### config.mk
export PLATFORM = sky130hd
export DESIGN_NAME = tmr_channel
export DESIGN_NICKNAME = d
export VERILOG_FILES = /design/src/rtl/tmr_pkg.sv /design/src/rtl/tmr_sync_edge.sv /design/src/rtl/tmr_bus_if.sv /design/src/rtl/tmr_count_core.sv /design/src/rtl/tmr_channel.sv
export SDC_FILE = /design/constraint.sdc
export NUM_CORES = 1
export LEC_CHECK = 0
export BUFFER_PORTS_ARGS = -buffer_cell sky130_fd_sc_hd__buf_2
export CAP_MARGIN = 20
export CORE_MARGIN = 3
export CORE_UTILIZATION = 35
export CTS_CLUSTER_DIAMETER = 80
export CTS_CLUSTER_SIZE = 10
export DETAILED_ROUTE_END_ITERATION = 12
export PLACE_DENSITY = 0.5
export SYNTH_ARGS = -nofsm -noshare
export SYNTH_HDL_FRONTEND = slang
export SYNTH_SLANG_ARGS = --single-unit
### constraint.sdc
create_clock -name clk -period 2.03 [get_ports clk]
set_input_delay 0.406 -clock clk [delete_from_list [all_inputs] [get_ports clk]]
set_output_delay 0.406 -clock clk [all_outputs]
set_load 0.01 [all_outputs]
### src/rtl/tmr_pkg.sv
package tmr_pkg;

  typedef enum logic [2:0] {
    M_INT_TC    = 3'd0,
    M_ONESHOT   = 3'd1,
    M_RATE      = 3'd2,
    M_SQUARE    = 3'd3,
    M_SW_STROBE = 3'd4,
    M_HW_STROBE = 3'd5
  } tmr_mode_e;

  typedef enum logic [1:0] {
    ACC_LATCH = 2'd0,
    ACC_LO    = 2'd1,
    ACC_HI    = 2'd2,
    ACC_LOHI  = 2'd3
  } tmr_acc_e;

  // Field values 6 and 7 fold onto the rate and square modes.
  function automatic tmr_mode_e fold_mode(input logic [2:0] field);
    if (field[1]) return tmr_mode_e'({1'b0, field[1:0]});
    else          return tmr_mode_e'(field);
  endfunction

endpackage

### src/rtl/tmr_sync_edge.sv
module tmr_sync_edge #(
  parameter int STAGES = 2
) (
  input  logic clk,
  input  logic rst_n,
  input  logic d,
  output logic lvl,
  output logic rise
);

  logic [STAGES-1:0] sq_q, sq_d;
  logic              prev_q;

  always_comb begin
    sq_d = {sq_q[STAGES-2:0], d};
  end

  always_ff @(posedge clk or negedge rst_n) begin
    if (!rst_n) begin
      sq_q   <= '0;
      prev_q <= 1'b0;
    end else begin
      sq_q   <= sq_d;
      prev_q <= sq_q[STAGES-1];
    end
  end

  assign lvl  = sq_q[STAGES-1];
  assign rise = sq_q[STAGES-1] & ~prev_q;

endmodule

### src/rtl/tmr_bus_if.sv
module tmr_bus_if
  import tmr_pkg::*;
#(
  parameter int CNT_W = 16
) (
  input  logic             clk,
  input  logic             rst_n,
  input  logic             cs_n,
  input  logic             rd_n,
  input  logic             wr_n,
  input  logic [1:0]       addr,
  input  logic [7:0]       din,
  output logic [7:0]       dout,
  input  logic [CNT_W-1:0] cnt_now,
  output logic             ctrl_wr,
  output tmr_mode_e        ctrl_mode,
  output logic             count_wr,
  output logic [CNT_W-1:0] count_val
);

  localparam logic [1:0] SLOT0 = 2'b00;
  localparam logic [1:0] CTRL  = 2'b11;

  tmr_acc_e   acc_q, acc_d;
  logic       wr_hi_q, wr_hi_d;
  logic       rd_hi_q, rd_hi_d;
  logic [7:0] lo_hold_q, lo_hold_d;

  logic        bus_wr, bus_rd, wr_c0, rd_c0;
  logic [15:0] rd_word;
  logic        unused_bcd;

  assign bus_wr     = !cs_n && !wr_n && rd_n;
  assign bus_rd     = !cs_n && !rd_n && wr_n;
  assign wr_c0      = bus_wr && (addr == SLOT0);
  assign rd_c0      = bus_rd && (addr == SLOT0);
  assign unused_bcd = din[0];
  assign rd_word    = 16'(cnt_now);

  // control decode: only counter 0 with a real access field is taken
  always_comb begin
    ctrl_wr   = bus_wr && (addr == CTRL) && (din[7:6] == 2'b00)
                && (din[5:4] != 2'b00);
    ctrl_mode = fold_mode(din[3:1]);
  end

  // byte sequencing, next state
  always_comb begin
    acc_d     = acc_q;
    wr_hi_d   = wr_hi_q;
    rd_hi_d   = rd_hi_q;
    lo_hold_d = lo_hold_q;
    count_wr  = 1'b0;
    count_val = '0;
    if (ctrl_wr) begin
      acc_d   = tmr_acc_e'(din[5:4]);
      wr_hi_d = 1'b0;
      rd_hi_d = 1'b0;
    end else begin
      if (wr_c0) begin
        case (acc_q)
          ACC_LO: begin
            count_wr  = 1'b1;
            count_val = CNT_W'(din);
          end
          ACC_HI: begin
            count_wr  = 1'b1;
            count_val = CNT_W'({din, 8'h00});
          end
          ACC_LOHI: begin
            if (!wr_hi_q) begin
              lo_hold_d = din;
              wr_hi_d   = 1'b1;
            end else begin
              count_wr  = 1'b1;
              count_val = CNT_W'({din, lo_hold_q});
              wr_hi_d   = 1'b0;
            end
          end
          default: ;
        endcase
      end
      if (rd_c0 && (acc_q == ACC_LOHI)) rd_hi_d = !rd_hi_q;
    end
  end

  always_ff @(posedge clk or negedge rst_n) begin
    if (!rst_n) begin
      acc_q     <= ACC_LO;
      wr_hi_q   <= 1'b0;
      rd_hi_q   <= 1'b0;
      lo_hold_q <= 8'h00;
    end else begin
      acc_q     <= acc_d;
      wr_hi_q   <= wr_hi_d;
      rd_hi_q   <= rd_hi_d;
      lo_hold_q <= lo_hold_d;
    end
  end

  // read data mux
  always_comb begin
    dout = 8'h00;
    if (rd_c0) begin
      case (acc_q)
        ACC_LO:   dout = rd_word[7:0];
        ACC_HI:   dout = rd_word[15:8];
        ACC_LOHI: dout = rd_hi_q ? rd_word[15:8] : rd_word[7:0];
        default:  dout = 8'h00;
      endcase
    end
  end

  // idle or deselected cycles leave the byte sequencing untouched
  p_noop_stable_r1: assert property (@(posedge clk) disable iff (!rst_n)
    (cs_n || (rd_n && wr_n)) |=> ($stable(acc_q) && $stable(wr_hi_q) && $stable(rd_hi_q)));

  // a two-byte count only completes on its second byte
  p_lohi_second_r3: assert property (@(posedge clk) disable iff (!rst_n)
    (count_wr && acc_q == ACC_LOHI) |-> wr_hi_q);

  // an accepted control word restarts both byte orders
  p_ctrl_rearm_r3: assert property (@(posedge clk) disable iff (!rst_n)
    ctrl_wr |=> (!wr_hi_q && !rd_hi_q));

endmodule

### src/rtl/tmr_count_core.sv
module tmr_count_core
  import tmr_pkg::*;
#(
  parameter int CNT_W = 16
) (
  input  logic             clk,
  input  logic             rst_n,
  input  logic             tick,
  input  logic             gate_lvl,
  input  logic             gate_rise,
  input  logic             ctrl_wr,
  input  tmr_mode_e        ctrl_mode,
  input  logic             count_wr,
  input  logic [CNT_W-1:0] count_val,
  output logic             out,
  output logic [CNT_W-1:0] cnt_now
);

  localparam int            CW      = CNT_W + 1;
  localparam logic [CW-1:0] FULL    = {1'b1, {CNT_W{1'b0}}};
  localparam logic [CW-1:0] ONE_V   = CW'(1);
  localparam logic [CW-1:0] TWO_V   = CW'(2);

  tmr_mode_e     mode_q, mode_d;
  logic [CW-1:0] reload_q, reload_d;
  logic [CW-1:0] cnt_q, cnt_d;
  logic          out_q, out_d;
  logic          load_pend_q, load_pend_d;
  logic          trig_pend_q, trig_pend_d;
  logic          armed_q, armed_d;
  logic          active_q, active_d;
  logic          done_q, done_d;

  logic [CW-1:0] ext_val, half_hi, half_lo, cnt_dec;
  logic          is_one, is_two, gated_mode;

  assign ext_val = (count_val == '0) ? FULL : CW'(count_val);
  assign half_hi = (reload_q + ONE_V) >> 1;
  assign half_lo = reload_q >> 1;
  assign cnt_dec = cnt_q - ONE_V;
  assign is_one  = (cnt_q == ONE_V);
  assign is_two  = (cnt_q == TWO_V);

  always_comb begin
    mode_d      = mode_q;
    reload_d    = reload_q;
    cnt_d       = cnt_q;
    out_d       = out_q;
    load_pend_d = load_pend_q;
    trig_pend_d = trig_pend_q;
    armed_d     = armed_q;
    active_d    = active_q;
    done_d      = done_q;

    if (tick) begin
      case (mode_q)
        M_INT_TC, M_SW_STROBE: begin
          if (mode_q == M_SW_STROBE && !out_q) out_d = 1'b1;
          if (load_pend_q) begin
            cnt_d       = reload_q;
            load_pend_d = 1'b0;
            active_d    = 1'b1;
            done_d      = 1'b0;
          end else if (active_q && !done_q && gate_lvl) begin
            cnt_d = cnt_dec;
            if (is_one) begin
              done_d = 1'b1;
              out_d  = (mode_q == M_INT_TC);
            end
          end
        end
        M_ONESHOT, M_HW_STROBE: begin
          if (mode_q == M_HW_STROBE && !out_q) out_d = 1'b1;
          if (trig_pend_q) begin
            trig_pend_d = 1'b0;
            if (armed_q) begin
              cnt_d    = reload_q;
              active_d = 1'b1;
              done_d   = 1'b0;
              if (mode_q == M_ONESHOT) out_d = 1'b0;
            end
          end else if (active_q && !done_q) begin
            cnt_d = cnt_dec;
            if (is_one) begin
              done_d = 1'b1;
              out_d  = (mode_q == M_ONESHOT);
            end
          end
        end
        M_RATE: begin
          if (load_pend_q) begin
            cnt_d       = reload_q;
            load_pend_d = 1'b0;
            active_d    = 1'b1;
            out_d       = (reload_q != ONE_V);
          end else if (active_q && gate_lvl) begin
            if (is_one) begin
              cnt_d = reload_q;
              out_d = 1'b1;
            end else begin
              cnt_d = cnt_dec;
              out_d = !is_two;
            end
          end
        end
        M_SQUARE: begin
          if (load_pend_q) begin
            cnt_d       = half_hi;
            load_pend_d = 1'b0;
            active_d    = 1'b1;
            out_d       = 1'b1;
          end else if (active_q && gate_lvl) begin
            if (is_one) begin
              out_d = !out_q;
              cnt_d = out_q ? half_lo : half_hi;
            end else begin
              cnt_d = cnt_dec;
            end
          end
        end
        default: ;
      endcase
    end

    // a completed count lands after the tick, so a same-cycle tick used the old count
    if (count_wr) begin
      reload_d = ext_val;
      if (mode_q == M_ONESHOT || mode_q == M_HW_STROBE) armed_d = 1'b1;
      else                                              load_pend_d = 1'b1;
      if (mode_q == M_INT_TC) out_d = 1'b0;
    end

    if (gate_rise) trig_pend_d = 1'b1;

    if (ctrl_wr) begin
      mode_d      = ctrl_mode;
      out_d       = (ctrl_mode != M_INT_TC);
      load_pend_d = 1'b0;
      trig_pend_d = 1'b0;
      armed_d     = 1'b0;
      active_d    = 1'b0;
      done_d      = 1'b0;
    end
  end

  always_ff @(posedge clk or negedge rst_n) begin
    if (!rst_n) begin
      mode_q      <= M_INT_TC;
      reload_q    <= '0;
      cnt_q       <= '0;
      out_q       <= 1'b1;
      load_pend_q <= 1'b0;
      trig_pend_q <= 1'b0;
      armed_q     <= 1'b0;
      active_q    <= 1'b0;
      done_q      <= 1'b0;
    end else begin
      mode_q      <= mode_d;
      reload_q    <= reload_d;
      cnt_q       <= cnt_d;
      out_q       <= out_d;
      load_pend_q <= load_pend_d;
      trig_pend_q <= trig_pend_d;
      armed_q     <= armed_d;
      active_q    <= active_d;
      done_q      <= done_d;
    end
  end

  assign out     = out_q;
  assign cnt_now = cnt_q[CNT_W-1:0];

  assign gated_mode = (mode_q == M_INT_TC) || (mode_q == M_RATE) ||
                      (mode_q == M_SQUARE) || (mode_q == M_SW_STROBE);

  // a mode-0 control word drives OUT low, any other mode drives it high
  p_ctrl_low_r2: assert property (@(posedge clk) disable iff (!rst_n)
    (ctrl_wr && ctrl_mode == M_INT_TC) |=> !out_q);
  p_ctrl_high_r2: assert property (@(posedge clk) disable iff (!rst_n)
    (ctrl_wr && ctrl_mode != M_INT_TC) |=> out_q);

  // once high in mode 0, OUT holds until a new count or control word
  p_tc_hold_r5: assert property (@(posedge clk) disable iff (!rst_n)
    (mode_q == M_INT_TC && out_q && !ctrl_wr && !count_wr) |=> out_q);

  // a low gate freezes a running count
  p_gate_hold_r6: assert property (@(posedge clk) disable iff (!rst_n)
    (tick && !gate_lvl && gated_mode && active_q && !load_pend_q) |=> $stable(cnt_q));

  // the one-shot output only moves on a tick or a control word
  p_oneshot_edge_r7: assert property (@(posedge clk) disable iff (!rst_n)
    (mode_q == M_ONESHOT && !tick && !ctrl_wr) |=> $stable(out_q));

  // a strobe low lasts a single tick
  p_strobe_one_r10: assert property (@(posedge clk) disable iff (!rst_n)
    (tick && !out_q && !ctrl_wr &&
     (mode_q == M_SW_STROBE || mode_q == M_HW_STROBE)) |=> out_q);

endmodule

### src/rtl/tmr_channel.sv
module tmr_channel
  import tmr_pkg::*;
#(
  parameter int CNT_W       = 16,
  parameter int SYNC_STAGES = 2
) (
  input  logic       clk,
  input  logic       rst_n,
  input  logic       cs_n,
  input  logic       rd_n,
  input  logic       wr_n,
  input  logic [1:0] addr,
  input  logic [7:0] din,
  output logic [7:0] dout,
  input  logic       cnt_clk,
  input  logic       gate,
  output logic       out
);

  logic [1:0]       rst_pipe_q;
  logic             rst_n_s;
  logic             tick, unused_cnt_lvl;
  logic             gate_lvl, gate_rise;
  logic             ctrl_wr, count_wr;
  tmr_mode_e        ctrl_mode;
  logic [CNT_W-1:0] count_val, cnt_now;

  // reset asserts at once, releases on the clock
  always_ff @(posedge clk or negedge rst_n) begin
    if (!rst_n) rst_pipe_q <= 2'b00;
    else        rst_pipe_q <= {rst_pipe_q[0], 1'b1};
  end
  assign rst_n_s = rst_pipe_q[1];

  tmr_sync_edge #(.STAGES(SYNC_STAGES)) i_cnt_sync (
    .clk  (clk),
    .rst_n(rst_n_s),
    .d    (cnt_clk),
    .lvl  (unused_cnt_lvl),
    .rise (tick)
  );

  tmr_sync_edge #(.STAGES(SYNC_STAGES)) i_gate_sync (
    .clk  (clk),
    .rst_n(rst_n_s),
    .d    (gate),
    .lvl  (gate_lvl),
    .rise (gate_rise)
  );

  tmr_bus_if #(.CNT_W(CNT_W)) i_bus (
    .clk      (clk),
    .rst_n    (rst_n_s),
    .cs_n     (cs_n),
    .rd_n     (rd_n),
    .wr_n     (wr_n),
    .addr     (addr),
    .din      (din),
    .dout     (dout),
    .cnt_now  (cnt_now),
    .ctrl_wr  (ctrl_wr),
    .ctrl_mode(ctrl_mode),
    .count_wr (count_wr),
    .count_val(count_val)
  );

  tmr_count_core #(.CNT_W(CNT_W)) i_core (
    .clk      (clk),
    .rst_n    (rst_n_s),
    .tick     (tick),
    .gate_lvl (gate_lvl),
    .gate_rise(gate_rise),
    .ctrl_wr  (ctrl_wr),
    .ctrl_mode(ctrl_mode),
    .count_wr (count_wr),
    .count_val(count_val),
    .out      (out),
    .cnt_now  (cnt_now)
  );

endmodule

==> results.ini <==
[logic_synthesis]
synthSimpleGateAreaFrac_pct = 23.4
synthXorXnorAreaFrac_pct = 3.50
synth_edf_count = 0
synth_top_family_by_area = compound AO/OA/AOI/OAI gates
synthMuxAreaShare_pct = 3.92
synth_flop_cell = dfrtp_1
ys_seq_elements = 63
netlist-cell-type-count = 71
synth-async-reset-ratio_pct = 100
syn_nets = 615
syn-instance-count = 589
seq_area_frac_synth_pct = 33.2
synth_compound_area_share_pct = 27.4
syn_area_per_cell_um2 = 8.07
synth_warnings = 0
synthesis.area_um2 = 4750
synthAdderAreaFrac_pct = 2.37

[worst_setup_path]
ff2ff_path_depth = 8
r2r_slack_ps = -250
crit_required_ps = 2250
path_class = register to register
slowest_stage = or4b_4
crit_buf_inv = 1
cp-start-kind = register
crit_path_end_kind = register
r2r_end = i_core.cnt_q[12]$_DFFE_PN0P_
r2r-start = i_core.cnt_q[0]$_DFFE_PN0P_
cpPeakStageDelay_ps = 480
cp_max_fo = 3
arrival_ps = 2500
crit_path_cell_trace = inv_2 > ha_4 > or4b_4 > or3_4 > nor3_4 > xnor2_2 > a221oi_2 > a221o_1
crit_family = simple AND/OR/NAND/NOR gates

[global_routing]
grt_max_degree = 27
antenna_found_initial = 0
grt.overflow.total = 0
grt_pass1_vias = 5485
grt_use_total_pct = 25.4
grt_pass1_wl_um = 29400

[sta]
hold_violations = 0
max_freq_mhz = 439
slew_headroom_pct = 63.4
finalSetupViolCount = 26
tightest_slew_ps = 548
worst_slack_ps = -250
whs_ps = 170
drv_slew = 0
fin_crit_ps = 2280
rsz0062_at_grt = true
finalCritPeriodShare_pct = 112
finalClockSkew_ps = 9.53

[die]
core_um2 = 12900
rows = 41
die_height_um = 123
dieArea_um2 = 15000
io_pins = 26
die_x_um = 123
initial_core_util_pct = 36.8

[pwr]
power_leakage_uw = 0.00300
powerDensity_nw_per_um2 = 1100
peakVddDrop_mv = 0.564

[worst_hold_path]
holdCritStartpoint = gate
hold_class = primary input to register
min_to = i_gate_sync.sq_q[0]$_DFF_PN0_
hold_depth = 1

[run_status]
status = finished with violations
violations = setup timing

[drt]
drt_wl_total_um = 18300
vias_per_cell = 5.78
vias = 5344
wire_per_inst_um = 19.8
drc = 0
drt_pass1_iterations = 5
antenna_left = 0
drt_first_iter_violations = 508

[place]
io_buffers = 25
dpl-instance-area_um2 = 6100
dp_hpwl_um = 13300
routabilityCongestion = 0.943

[clock_tree]
h-tree-depth = 3
tritoncts = yes
cts_root_buf = clkbuf_16
clock_latency_ps = 340
clock_sink_count = 63
numCtsBuffers = 9
cts_max_path_buffers = 2
path_clk_slew_ps = 60

[layout]
drive_gt1_share_pct = 43.8
antenna_cells = 0
fin_util_pct = 56.2
area_growth_pct = 52.9
final_cell_area_um2 = 7270
final_nets = 773

[flow_run]
drv_cap = 0

where the power goes:
group          switching (uW)  internal, uW  total, uW  leakage [uW]
registers                 282          1540       1820      0.000789
logic                    2320          2120       4440       0.00205
clock network             599          1110       1710      0.000156
total                    3200          4770       7970       0.00300
cell usage in the layout (no fill, tap or decap), types with 6 or more instances in the layout:
master,instances
buf_4,150
nand2_1,67
dfrtp_1,59
a21oi_1,39
o21ai_0,35
nor2_1,34
buf_2,25
buf_6,18
nand3_1,16
mux2_2,13
nor3_1,13
inv_1,12
xnor2_1,10
a221oi_2,10
nand4_1,9
a22oi_1,9
o31ai_1,9
clkbuf_16,9
nand2b_1,8
a22oi_2,8
nor4_4,7
a211oi_2,7
nor4_1,6
nor2_2,6
nor2b_1,6
o21ai_1,6
area by class of cell:
class | count | area (um^2)
inverters | 17 | 66.3
clock inverters | 5 | 81.3
multi-input cells | 455 | 3470
flip-flops and latches | 63 | 1580
well taps | 172 | 215
repair buffers | 201 | 1610
fillers | 1201 | 5660
clock buffers | 11 | 243
Yosys cell counts, drive strengths merged (3+ instances only):
master	number	area [um^2]
o41ai	3	26.3
a211o	5	43.8
dfrtp	61	1530
a31oi	6	37.5
a221oi	10	93.8
a211oi	11	87.6
nand3	19	95.1
nor2	43	161
a22oi	17	128
o2111ai	4	35.0
xnor2	14	123
mux2i	4	40.0
clkbuf	44	165
a21oi	43	215
or4	3	26.3
nand4	9	56.3
o221ai	5	43.8
and3	5	31.3
nor2b	7	43.8
a21o	4	30.0
nor4b	3	26.3
nor3	16	96.4
o31ai	10	75.1
xor2	5	43.8
a2111oi	3	26.3
or3	4	30.0
nand2	69	259
o211ai	5	37.5
mux2	13	146
inv	17	63.8
a311oi	3	26.3
nand3b	5	37.5
buf	10	61.3
o22ai	3	18.8
ha	9	113
o21ai	42	210
and2	3	18.8
nor4	14	106
nand2b	8	50.1
how the worst max path moves through the flow:
stage | cells past startpoint | to | startpoint
final | 8 | i_core.cnt_q[12]$_DFFE_PN0P_ | i_core.cnt_q[0]$_DFFE_PN0P_
after CTS | 8 | i_core.cnt_q[12]$_DFFE_PN0P_ | i_core.cnt_q[0]$_DFFE_PN0P_
after global routing | 8 | i_core.cnt_q[12]$_DFFE_PN0P_ | i_core.cnt_q[0]$_DFFE_PN0P_
after global placement | 6 | i_core.cnt_q[6]$_DFFE_PN0P_ | i_core.cnt_q[3]$_DFFE_PN0P_
after detailed placement | 8 | i_core.cnt_q[12]$_DFFE_PN0P_ | i_core.cnt_q[0]$_DFFE_PN0P_
after floorplan | 9 | i_core.cnt_q[12]$_DFFE_PN0P_ | i_core.cnt_q[0]$_DFFE_PN0P_
registers in the layout, summed over array words and instances, names as in the netlist:
register,flops
i_cnt_sync.prev_q,1
i_core.mode_q,3
i_core.reload_q,17
i_core.active_q,1
i_bus.wr_hi_q,1
i_core.armed_q,1
i_core.trig_pend_q,1
i_core.out,1
i_gate_sync.prev_q,1
i_bus.acc_q,2
i_gate_sync.sq_q,2
i_core.done_q,1
i_bus.lo_hold_q,8
i_bus.rd_hi_q,1
i_core.load_pend_q,1
i_cnt_sync.sq_q,2
i_core.cnt_q,17
rst_pipe_q,2
worst register-to-register path, delay by kind of cell (launching register included):
family	cells	cell delay, ps
XOR/XNOR	1	140
adder cells (fa/ha/maj)	1	130
flip-flops	1	420
AO/OA/AOI/OAI	2	360
buffers and inverters	1	80
AND/OR/NAND/NOR	3	1040
per-layer routing:
metal | track usage [%] | part of all wire (%) | vias to the layer above
met5 | 0 | 0 | -
met4 | 12.5 | 4.4 | 0
met3 | 4.61 | 6.6 | 51
met2 | 40.3 | 46 | 217
met1 | 33.4 | 43 | 2560
li1 | - | - | 2516
metrics by stage:
step | std cells | worst slack, ps | setup TNS, ps | power (uW)
global route | 924 | -316 | -6350 | 8410
finish | 924 | -250 | -4040 | 7970
floorplan | 589 | -341 | -1320 | 3710
detailed placement | 875 | -339 | -4000 | 5160
global placement | 875 | -328 | -3820 | 5110
CTS | 917 | -246 | -3120 | 7660
cell families after synthesis:
kind of cell / count (synthesis)
buf+inv: 71
compound gates: 192
fa+ha+maj: 9
simple gates: 217
flops: 63
xor+xnor: 19
other cells: 1
mux: 17
timing repair:
action	CTS	global route
hold endpoints to repair	2	0
buffers inserted	24	8
gates resized for setup	89	31
hold buffers	1	0
gates cloned	1	0
pin swaps	39	27
endpoints found under the setup margin	28	28
Note: power is estimated with default switching activity, not from simulation.
